### src/rtl/dag_pkg.sv
package dag_pkg;

    localparam int VA_W     = 32;
    localparam int PAGE_LSB = 10;
    localparam int PPN_W    = 29 - PAGE_LSB;
    localparam int FAULT_W  = 8;
    localparam int ROUTE_W  = 2;
    localparam int SIZE_W   = 2;

    localparam logic [VA_W-1:0] TOP_BASE    = 32'hE000_0000;
    localparam logic [VA_W-1:0] MAP_BASE    = 32'hC000_0000;
    localparam logic [VA_W-1:0] SQ_END      = 32'hE400_0000;
    localparam logic [VA_W-1:0] EXT_MASK    = 32'h1FFF_FFFF;
    localparam logic [VA_W-1:0] REMAP_LIMIT = 32'h1C00_0000;

    // fault vector bit positions
    localparam int FB_RADDR  = 0;
    localparam int FB_WADDR  = 1;
    localparam int FB_RMISS  = 2;
    localparam int FB_WMISS  = 3;
    localparam int FB_MULTI  = 4;
    localparam int FB_RPROT  = 5;
    localparam int FB_WPROT  = 6;
    localparam int FB_INITWR = 7;

    localparam logic [FAULT_W-1:0] TLB_FAULTS = 8'b1111_1100;

    typedef enum logic [2:0] {
        REG_KEEP,
        REG_CLEAR,
        REG_SQ,
        REG_MAP,
        REG_AERR
    } region_e;

    typedef enum logic [ROUTE_W-1:0] {
        RT_DIRECT = 2'd0,
        RT_SQUEUE = 2'd1,
        RT_MAPPED = 2'd2,
        RT_FAULT  = 2'd3
    } route_e;

    typedef struct packed {
        route_e             route;
        logic [VA_W-1:0]    paddr;
        logic [FAULT_W-1:0] fault;
    } result_t;

    function automatic logic [VA_W-1:0] page_mask(input logic [SIZE_W-1:0] sz);
        case (sz)
            2'd0:    page_mask = 32'hFFFF_FC00;
            2'd1:    page_mask = 32'hFFFF_F000;
            2'd2:    page_mask = 32'hFFFF_0000;
            default: page_mask = 32'hFFF0_0000;
        endcase
    endfunction

    function automatic logic [FAULT_W-1:0] fault_bit(input int idx);
        fault_bit = '0;
        fault_bit[idx] = 1'b1;
    endfunction

endpackage

### src/rtl/dag_region.sv
module dag_region
    import dag_pkg::*;
(
    input  logic [VA_W-1:0] vaddr,
    input  logic            priv,
    input  logic            sq_lock,
    input  logic            xlat_en,
    output region_e         region
);
    logic high_half;
    logic in_top;
    logic below_map;
    logic in_sq_win;

    assign high_half = vaddr[VA_W-1];
    assign in_top    = (vaddr >= TOP_BASE);
    assign below_map = (vaddr < MAP_BASE);
    assign in_sq_win = in_top && (vaddr < SQ_END);

    always_comb begin
        region = xlat_en ? REG_MAP : REG_CLEAR;
        if (high_half) begin
            if (priv) begin
                if (in_top)
                    region = REG_KEEP;
                else if (below_map)
                    region = REG_CLEAR;
            end else begin
                region = (in_sq_win && !sq_lock) ? REG_SQ : REG_AERR;
            end
        end
    end
endmodule

### src/rtl/dag_prot.sv
module dag_prot
    import dag_pkg::*;
(
    input  logic               hit,
    input  logic               multi,
    input  logic               write,
    input  logic               priv,
    input  logic               e_user,
    input  logic               e_writable,
    input  logic               e_dirty,
    output logic [FAULT_W-1:0] fault
);
    logic wr_denied;

    assign wr_denied = priv ? !e_writable : !(e_writable && e_user);

    // priority: multi-hit, miss, protection, clean page
    always_comb begin
        fault = '0;
        if (multi)
            fault = fault_bit(FB_MULTI);
        else if (!hit)
            fault = write ? fault_bit(FB_WMISS) : fault_bit(FB_RMISS);
        else if (!write && !priv && !e_user)
            fault = fault_bit(FB_RPROT);
        else if (write && wr_denied)
            fault = fault_bit(FB_WPROT);
        else if (write && !e_dirty)
            fault = fault_bit(FB_INITWR);
    end
endmodule

### src/rtl/dag_paddr.sv
module dag_paddr
    import dag_pkg::*;
(
    input  logic [VA_W-1:0]   vaddr,
    input  logic [PPN_W-1:0]  ppn,
    input  logic [SIZE_W-1:0] size,
    output logic [VA_W-1:0]   paddr
);
    localparam int HI_PAD = VA_W - PPN_W - PAGE_LSB;

    logic [VA_W-1:0] mask;
    logic [VA_W-1:0] frame;
    logic [VA_W-1:0] joined;

    assign mask   = page_mask(size);
    assign frame  = {{HI_PAD{1'b0}}, ppn, {PAGE_LSB{1'b0}}};
    assign joined = (frame & mask) | (vaddr & ~mask);
    assign paddr  = (joined > REMAP_LIMIT) ? (joined | TOP_BASE) : joined;
endmodule

### src/rtl/data_access_guard.sv
module data_access_guard
    import dag_pkg::*;
(
    input  logic                  clk,
    input  logic                  rst,
    input  logic                  req_valid,
    input  logic [VA_W-1:0]       req_vaddr,
    input  logic                  req_write,
    input  logic                  req_priv,
    input  logic                  ctl_xlat_en,
    input  logic                  ctl_sq_lock,
    input  logic                  ctl_single_space,
    input  logic [VA_W-1:0]       pteh_in,
    output logic                  lkp_req,
    output logic                  lkp_use_asid,
    input  logic                  tlb_hit,
    input  logic                  tlb_multi,
    input  logic [PPN_W-1:0]      tlb_ppn,
    input  logic [SIZE_W-1:0]     tlb_size,
    input  logic                  tlb_user,
    input  logic                  tlb_writable,
    input  logic                  tlb_dirty,
    output logic                  rsp_valid,
    output logic [ROUTE_W-1:0]    rsp_route,
    output logic [VA_W-1:0]       rsp_paddr,
    output logic [FAULT_W-1:0]    rsp_fault,
    output logic                  fault_valid,
    output logic [VA_W-1:0]       fault_addr,
    output logic [VA_W-1:0]       pteh_out
);
    region_e            region;
    logic [FAULT_W-1:0] map_fault;
    logic [VA_W-1:0]    map_paddr;
    result_t            nxt;
    result_t            cur;
    logic               tlb_capture;

    dag_region u_region (
        .vaddr   (req_vaddr),
        .priv    (req_priv),
        .sq_lock (ctl_sq_lock),
        .xlat_en (ctl_xlat_en),
        .region  (region)
    );

    dag_prot u_prot (
        .hit        (tlb_hit),
        .multi      (tlb_multi),
        .write      (req_write),
        .priv       (req_priv),
        .e_user     (tlb_user),
        .e_writable (tlb_writable),
        .e_dirty    (tlb_dirty),
        .fault      (map_fault)
    );

    dag_paddr u_paddr (
        .vaddr (req_vaddr),
        .ppn   (tlb_ppn),
        .size  (tlb_size),
        .paddr (map_paddr)
    );

    assign lkp_req      = req_valid && (region == REG_MAP);
    assign lkp_use_asid = !(ctl_single_space && req_priv);

    always_comb begin
        nxt = '{route: RT_FAULT, paddr: '0, fault: '0};
        case (region)
            REG_KEEP:  nxt = '{route: RT_DIRECT, paddr: req_vaddr, fault: '0};
            REG_CLEAR: nxt = '{route: RT_DIRECT, paddr: req_vaddr & EXT_MASK, fault: '0};
            REG_SQ:    nxt = '{route: RT_SQUEUE, paddr: req_vaddr, fault: '0};
            REG_AERR:  nxt.fault = req_write ? fault_bit(FB_WADDR) : fault_bit(FB_RADDR);
            REG_MAP: begin
                if (map_fault != '0)
                    nxt.fault = map_fault;
                else
                    nxt = '{route: RT_MAPPED, paddr: map_paddr, fault: '0};
            end
            default: nxt = '{route: RT_FAULT, paddr: '0, fault: '0};
        endcase
    end

    assign tlb_capture = req_valid && ((nxt.fault & TLB_FAULTS) != '0);

    always_ff @(posedge clk) begin
        if (rst) begin
            rsp_valid   <= 1'b0;
            cur         <= '{route: RT_DIRECT, paddr: '0, fault: '0};
            fault_valid <= 1'b0;
            fault_addr  <= '0;
            pteh_out    <= '0;
        end else begin
            rsp_valid   <= req_valid;
            fault_valid <= req_valid && (nxt.fault != '0);
            if (req_valid)
                cur <= nxt;
            if (tlb_capture) begin
                fault_addr <= req_vaddr;
                pteh_out   <= {req_vaddr[VA_W-1:PAGE_LSB], pteh_in[PAGE_LSB-1:0]};
            end
        end
    end

    assign rsp_route = cur.route;
    assign rsp_paddr = cur.paddr;
    assign rsp_fault = cur.fault;

    // response follows the request by one cycle, fault code one-hot
    a_r12_rsp_follows_req: assert property (@(posedge clk) disable iff (rst)
        rsp_valid |-> $past(req_valid));
    a_r12_fault_onehot: assert property (@(posedge clk) disable iff (rst)
        rsp_valid |-> $onehot0(rsp_fault));
    a_r12_strobe_in_rsp: assert property (@(posedge clk) disable iff (rst)
        fault_valid |-> (rsp_valid && rsp_route == RT_FAULT && rsp_paddr == '0));
    // capture on TLB-class fault, hold otherwise
    a_r11_capture_va: assert property (@(posedge clk) disable iff (rst)
        (rsp_valid && (rsp_fault & TLB_FAULTS) != '0) |-> (fault_addr == $past(req_vaddr)));
    a_r11_keep_low_pteh: assert property (@(posedge clk) disable iff (rst)
        (rsp_valid && (rsp_fault & TLB_FAULTS) != '0)
            |-> (pteh_out[PAGE_LSB-1:0] == $past(pteh_in[PAGE_LSB-1:0])));
    a_r11_hold_otherwise: assert property (@(posedge clk) disable iff (rst)
        !(rsp_valid && (rsp_fault & TLB_FAULTS) != '0) |-> $stable(fault_addr));
    // clean-page fault only on writes
    a_r8_initwr_is_write: assert property (@(posedge clk) disable iff (rst)
        (rsp_valid && rsp_fault[FB_INITWR]) |-> $past(req_write));
    // read protection only for user reads
    a_r6_rprot_user_read: assert property (@(posedge clk) disable iff (rst)
        (rsp_valid && rsp_fault[FB_RPROT]) |-> ($past(!req_priv) && $past(!req_write)));
endmodule

### config.mk
export PLATFORM = sky130hd
export DESIGN_NAME = data_access_guard
export DESIGN_NICKNAME = d
export VERILOG_FILES = /design/src/rtl/dag_pkg.sv /design/src/rtl/dag_region.sv /design/src/rtl/dag_prot.sv /design/src/rtl/dag_paddr.sv /design/src/rtl/data_access_guard.sv
export SDC_FILE = /design/constraint.sdc
export NUM_CORES = 1
export LEC_CHECK = 0
export BUFFER_PORTS_ARGS = -buffer_cell sky130_fd_sc_hd__clkbuf_2
export CAP_MARGIN = 10
export CORE_MARGIN = 2
export CORE_UTILIZATION = 39
export CTS_CLUSTER_SIZE = 30
export DETAILED_ROUTE_END_ITERATION = 7
export PLACE_DENSITY_LB_ADDON = 0.1
export SETUP_SLACK_MARGIN = 0.15
export SYNTH_ARGS = -nofsm -noshare
export SYNTH_HDL_FRONTEND = slang
export SYNTH_SLANG_ARGS = --single-unit
### constraint.sdc
create_clock -name clk -period 1.47 [get_ports clk]
set_clock_uncertainty 0.15 [all_clocks]
set_input_delay 0.0735 -clock clk [delete_from_list [all_inputs] [get_ports clk]]
set_output_delay 0.0735 -clock clk [all_outputs]
set_load 0.02 [all_outputs]
==> flow_summary_export.csv <==
group,metric,value,unit
status,status,"finished, violations left",
status,violations,"negative hold slack",
critical_path,critPathSlowestCell,"sky130_fd_sc_hd__dlygate4sd3_1",
timing,final.setup.worst_slack,186,ps
pwr,leakagePower,2.63,nW
detailed_routing,via_per_inst,4.99,
cts,clock_input_transition_at_the_sequential_cells_of_the_worst_setup_and_hold_paths,90,ps
cells_and_area,post-route-cell-area,5680,um^2
global_route,grt_pass1_wl,18700,um
yosys,synthArstFlopShare,0,
detailed_routing,first_iter_violations,220,
pwr,power_switching_share,0.278,
pwr,power_per_cell_area,908,nW/um^2
yosys,synthesis.yosys.warnings,0,
floorplanning,fp.dieArea,9880,um^2
pwr,power_report.internal_total,3.72,mW
yosys,post_synth.cell_area_avg,8.52,um^2
cells_and_area,area_delta_synth_final,59.9,%
cells_and_area,drive_above_1_share,0.402,
floorplanning,core_area,8760,um^2
timing,finalSetupTns,0,ps
min_path,hold_path_class,"in2reg",
yosys,yosys_most_used_dff,"sky130_fd_sc_hd__dfxtp_1",
yosys,yosys.cell_types.count,42,
pwr,power.clock.fraction,0.319,
detailed_routing,postRouteAntennaNets,0,
critical_path,arrival,1420,ps
floorplanning,core.rowCount,34,
place,detailedPlacementHpwl,8370,um
cts,ctsHtreeMaxLevel,3,
critical_path,cp.depth,6,
timing,rsz0062_at_grt,"no",
critical_path,cpLargestDelayFamily,"buffers and inverters",
yosys,synthesis.nets,515,
floorplanning,ioPinCount,208,
timing,min_period_over_period,0.873,
cells_and_area,ant_diodes,0,
cts,hold_buffers,65,
critical_path,critPathLaunchType,"input pin",
cells_and_area,net_count_final,780,
timing,setup_violations,0,
critical_path,critPathKind,"in2reg",
critical_path,timing.critical_path.to_type,"register",
critical_path,path_cells,"dlygate4sd3_1 -> clkbuf_2 -> and3_1 -> a31oi_1 -> a311o_1 -> nand2_1",
global_route,globalRoute.totalOverflow,0,
cts,cts_tree,"done",
critical_path,worst_r2r_endpoint,"rsp_paddr[11]",
pwr,power.ir.vdd_worst,0.000510,V
min_path,whs_endpoint,"fault_addr[10]",
cts,ctsLongestPathBuffers,2,
global_route,grt_max_degree,46,
place,dp_worst_setup_slack,-248,ps
global_route,first_global_vias,3753,
cells_and_area,postLayoutCoreUtil,0.648,
place,portBuffers,185,
floorplanning,initial_core_util,0.405,
global_route,grt_antenna_before_repair,0,
detailed_routing,detailroute.via_count,3966,
pwr,p_switching,1.43,mW
timing,timing_max_transition_violations_final,0,
yosys,mappedNetlistArea,3550,um^2
critical_path,critical_path.max_fanout,3,
cts,clkLatencyLatePin,340,ps
yosys,synth_top_area_share,0.485,
min_path,hold_path_origin,"req_vaddr[10]",
detailed_routing,post-route-drc-count,0,
place,dpl-instance-area,4750,um^2
cts,clkSinkCount,86,
pwr,relative_contribution_of_combinational_cells_to_total_power,0.200,
yosys,synth_area_leaders,"sky130_fd_sc_hd__dfxtp_1 (48%), sky130_fd_sc_hd__nand2_1 (13%), sky130_fd_sc_hd__a21oi_1 (6.6%)",
place,gp_congestion,0.842,
critical_path,crit_buf_inv,2,
cells_and_area,non_filler_instances,794,
timing,max-slew-margin-rel,0.675,
global_route,track_usage,0.236,
yosys,post_synth_inst_count,417,
critical_path,reg2reg_setup_slack,460,ps
floorplanning,die_h,99.4,um
run,max_capacitance_violation_count,0,
critical_path,r2r.worst_path.cells,2,
pwr,seqPwrFrac,0.481,
min_path,number_of_instances_on_the_worst_hold_path,3,
yosys,ys_ff_latch,86,
cts,clk_root_buffer_cell,"sky130_fd_sc_hd__clkbuf_8",
detailed_routing,wire_per_inst,15.0,um
timing,max_freq,0.779,GHz
timing,worst-slew-pin-transition,488,ps
yosys,synth.yosys.seq_area_share,0.485,
detailed_routing,drt_first_pass_iters,8,
critical_path,worst_ep_required_time,1610,ps
place,place.detailed.instances,712,
cts,cts_made_buffers,9,
timing,fin_worst_hold_slack,-172,ps
yosys,post-synth-top-area-cell,"sky130_fd_sc_hd__dfxtp_1",
critical_path,cp_max_stage_delay,530,ps
critical_path,regToRegStartpoint,"rsp_paddr[11]",
detailed_routing,drt-total-wl,11900,um
timing,hold_violations_final,3,
floorplanning,die-width,99.4,um
yosys,synth_enable_flop_cells,0,
timing,timing.final.crit_period,1280,ps
cells_and_area,filler_cell_count,779,
[cells by family (layout without fill, tap and decap cells)]
group	count (synthesis)	in the layout	share of synthesized area
simple gates	177	177	0.214
flops	86	86	0.485
mux	13	13	0.0402
buf+inv	46	315	0.0810
compound gates	95	95	0.180
[power by group through the flow]
stage	registers [mW]	clock network, mW	logic [mW]
2_1_floorplan	2.64	0	0.353
3_3_place_gp	2.53	0	0.851
3_5_place_dp	2.53	0	0.860
4_1_cts	2.48	1.68	0.999
5_1_grt	2.49	1.77	1.11
6_report	2.48	1.65	1.03
[Yosys cell counts, types with 4 or more instances]
cell type	instances
sky130_fd_sc_hd__nand2_1	126
sky130_fd_sc_hd__dfxtp_1	86
sky130_fd_sc_hd__a21oi_1	47
sky130_fd_sc_hd__buf_4	27
sky130_fd_sc_hd__nor2_1	22
sky130_fd_sc_hd__a22o_1	12
sky130_fd_sc_hd__clkbuf_1	10
sky130_fd_sc_hd__mux2_2	10
sky130_fd_sc_hd__a22oi_1	8
sky130_fd_sc_hd__a222oi_1	7
sky130_fd_sc_hd__a31oi_1	7
sky130_fd_sc_hd__nor4_1	6
sky130_fd_sc_hd__buf_2	5
sky130_fd_sc_hd__nor3_1	4
[cell usage in the layout (no fill, tap or decap), drive strengths merged, types with 8 or more instances in the layout]
| master | instances |
|---|---|
| nand2 | 127 |
| mux2 | 10 |
| a22oi | 8 |
| buf | 48 |
| nor2 | 24 |
| a21oi | 48 |
| dfxtp | 86 |
| dlygate4sd3 | 65 |
| a22o | 12 |
| clkbuf | 195 |
[worst max-delay path by stage]
stage | start | to | slack, ps
floorplan | req_vaddr[29] | rsp_paddr[11] | 120
global placement | req_vaddr[26] | rsp_paddr[28] | -190
detailed placement | req_vaddr[26] | rsp_paddr[20] | -250
CTS | req_vaddr[29] | lkp_req | 170
global route | req_vaddr[29] | lkp_req | 150
finish | tlb_ppn[18] | rsp_paddr[29] | 190
[worst register-to-register path, delay by kind of cell (launching register included)]
kind | cells | cell delay, ps
flip-flops | 1 | 330
AO/OA/AOI/OAI | 1 | 330
AND/OR/NAND/NOR | 1 | 80
[sequential cells by signal, indices dropped and copies added, names as in the netlist]
name / cells
pteh_out: 10
rsp_fault: 8
fault_valid: 1
rsp_route: 2
fault_addr: 32
rsp_paddr: 32
rsp_valid: 1
[final cells by class]
cell class | count | area, um^2 | share of cell area
timing repair buffer | 297 | 1990 | 0.350
sequential | 86 | 1720 | 0.303
multi-input combinational | 285 | 1630 | 0.287
clock buffer | 11 | 141 | 0.0249
tap | 108 | 135 | 0.0238
clock inverter | 4 | 47.5 | 0.00838
inverter | 3 | 15.0 | 0.00264
[timing repair]
action,4_1_cts,5_1_grt
buffers inserted,0,2
pin swaps,1,4
cloned,0,0
endpoints found under the hold margin,76,2
setup endpoints to repair,15,31
gates resized for setup,1,11
[per-stage QoR]
step	hold slack [ps]	power, mW
finish	-172	5.15
global placement	147	3.38
CTS	-185	5.15
floorplan	52.8	3.00
global route	-175	5.36
detailed placement	152	3.39
[routing by layer]
layer | global-route usage | vias up | share of wire | routed length, um
met4 | 0.0685 | 0 | 0.011 | 133
met2 | 0.383 | 161 | 0.48 | 5690
li1 | - | 1952 | - | -
met3 | 0.0492 | 11 | 0.070 | 838
met5 | 0 | - | 0 | 0
met1 | 0.319 | 1842 | 0.44 | 5270
No activity file was read; power rests on OpenSTA's default activity.
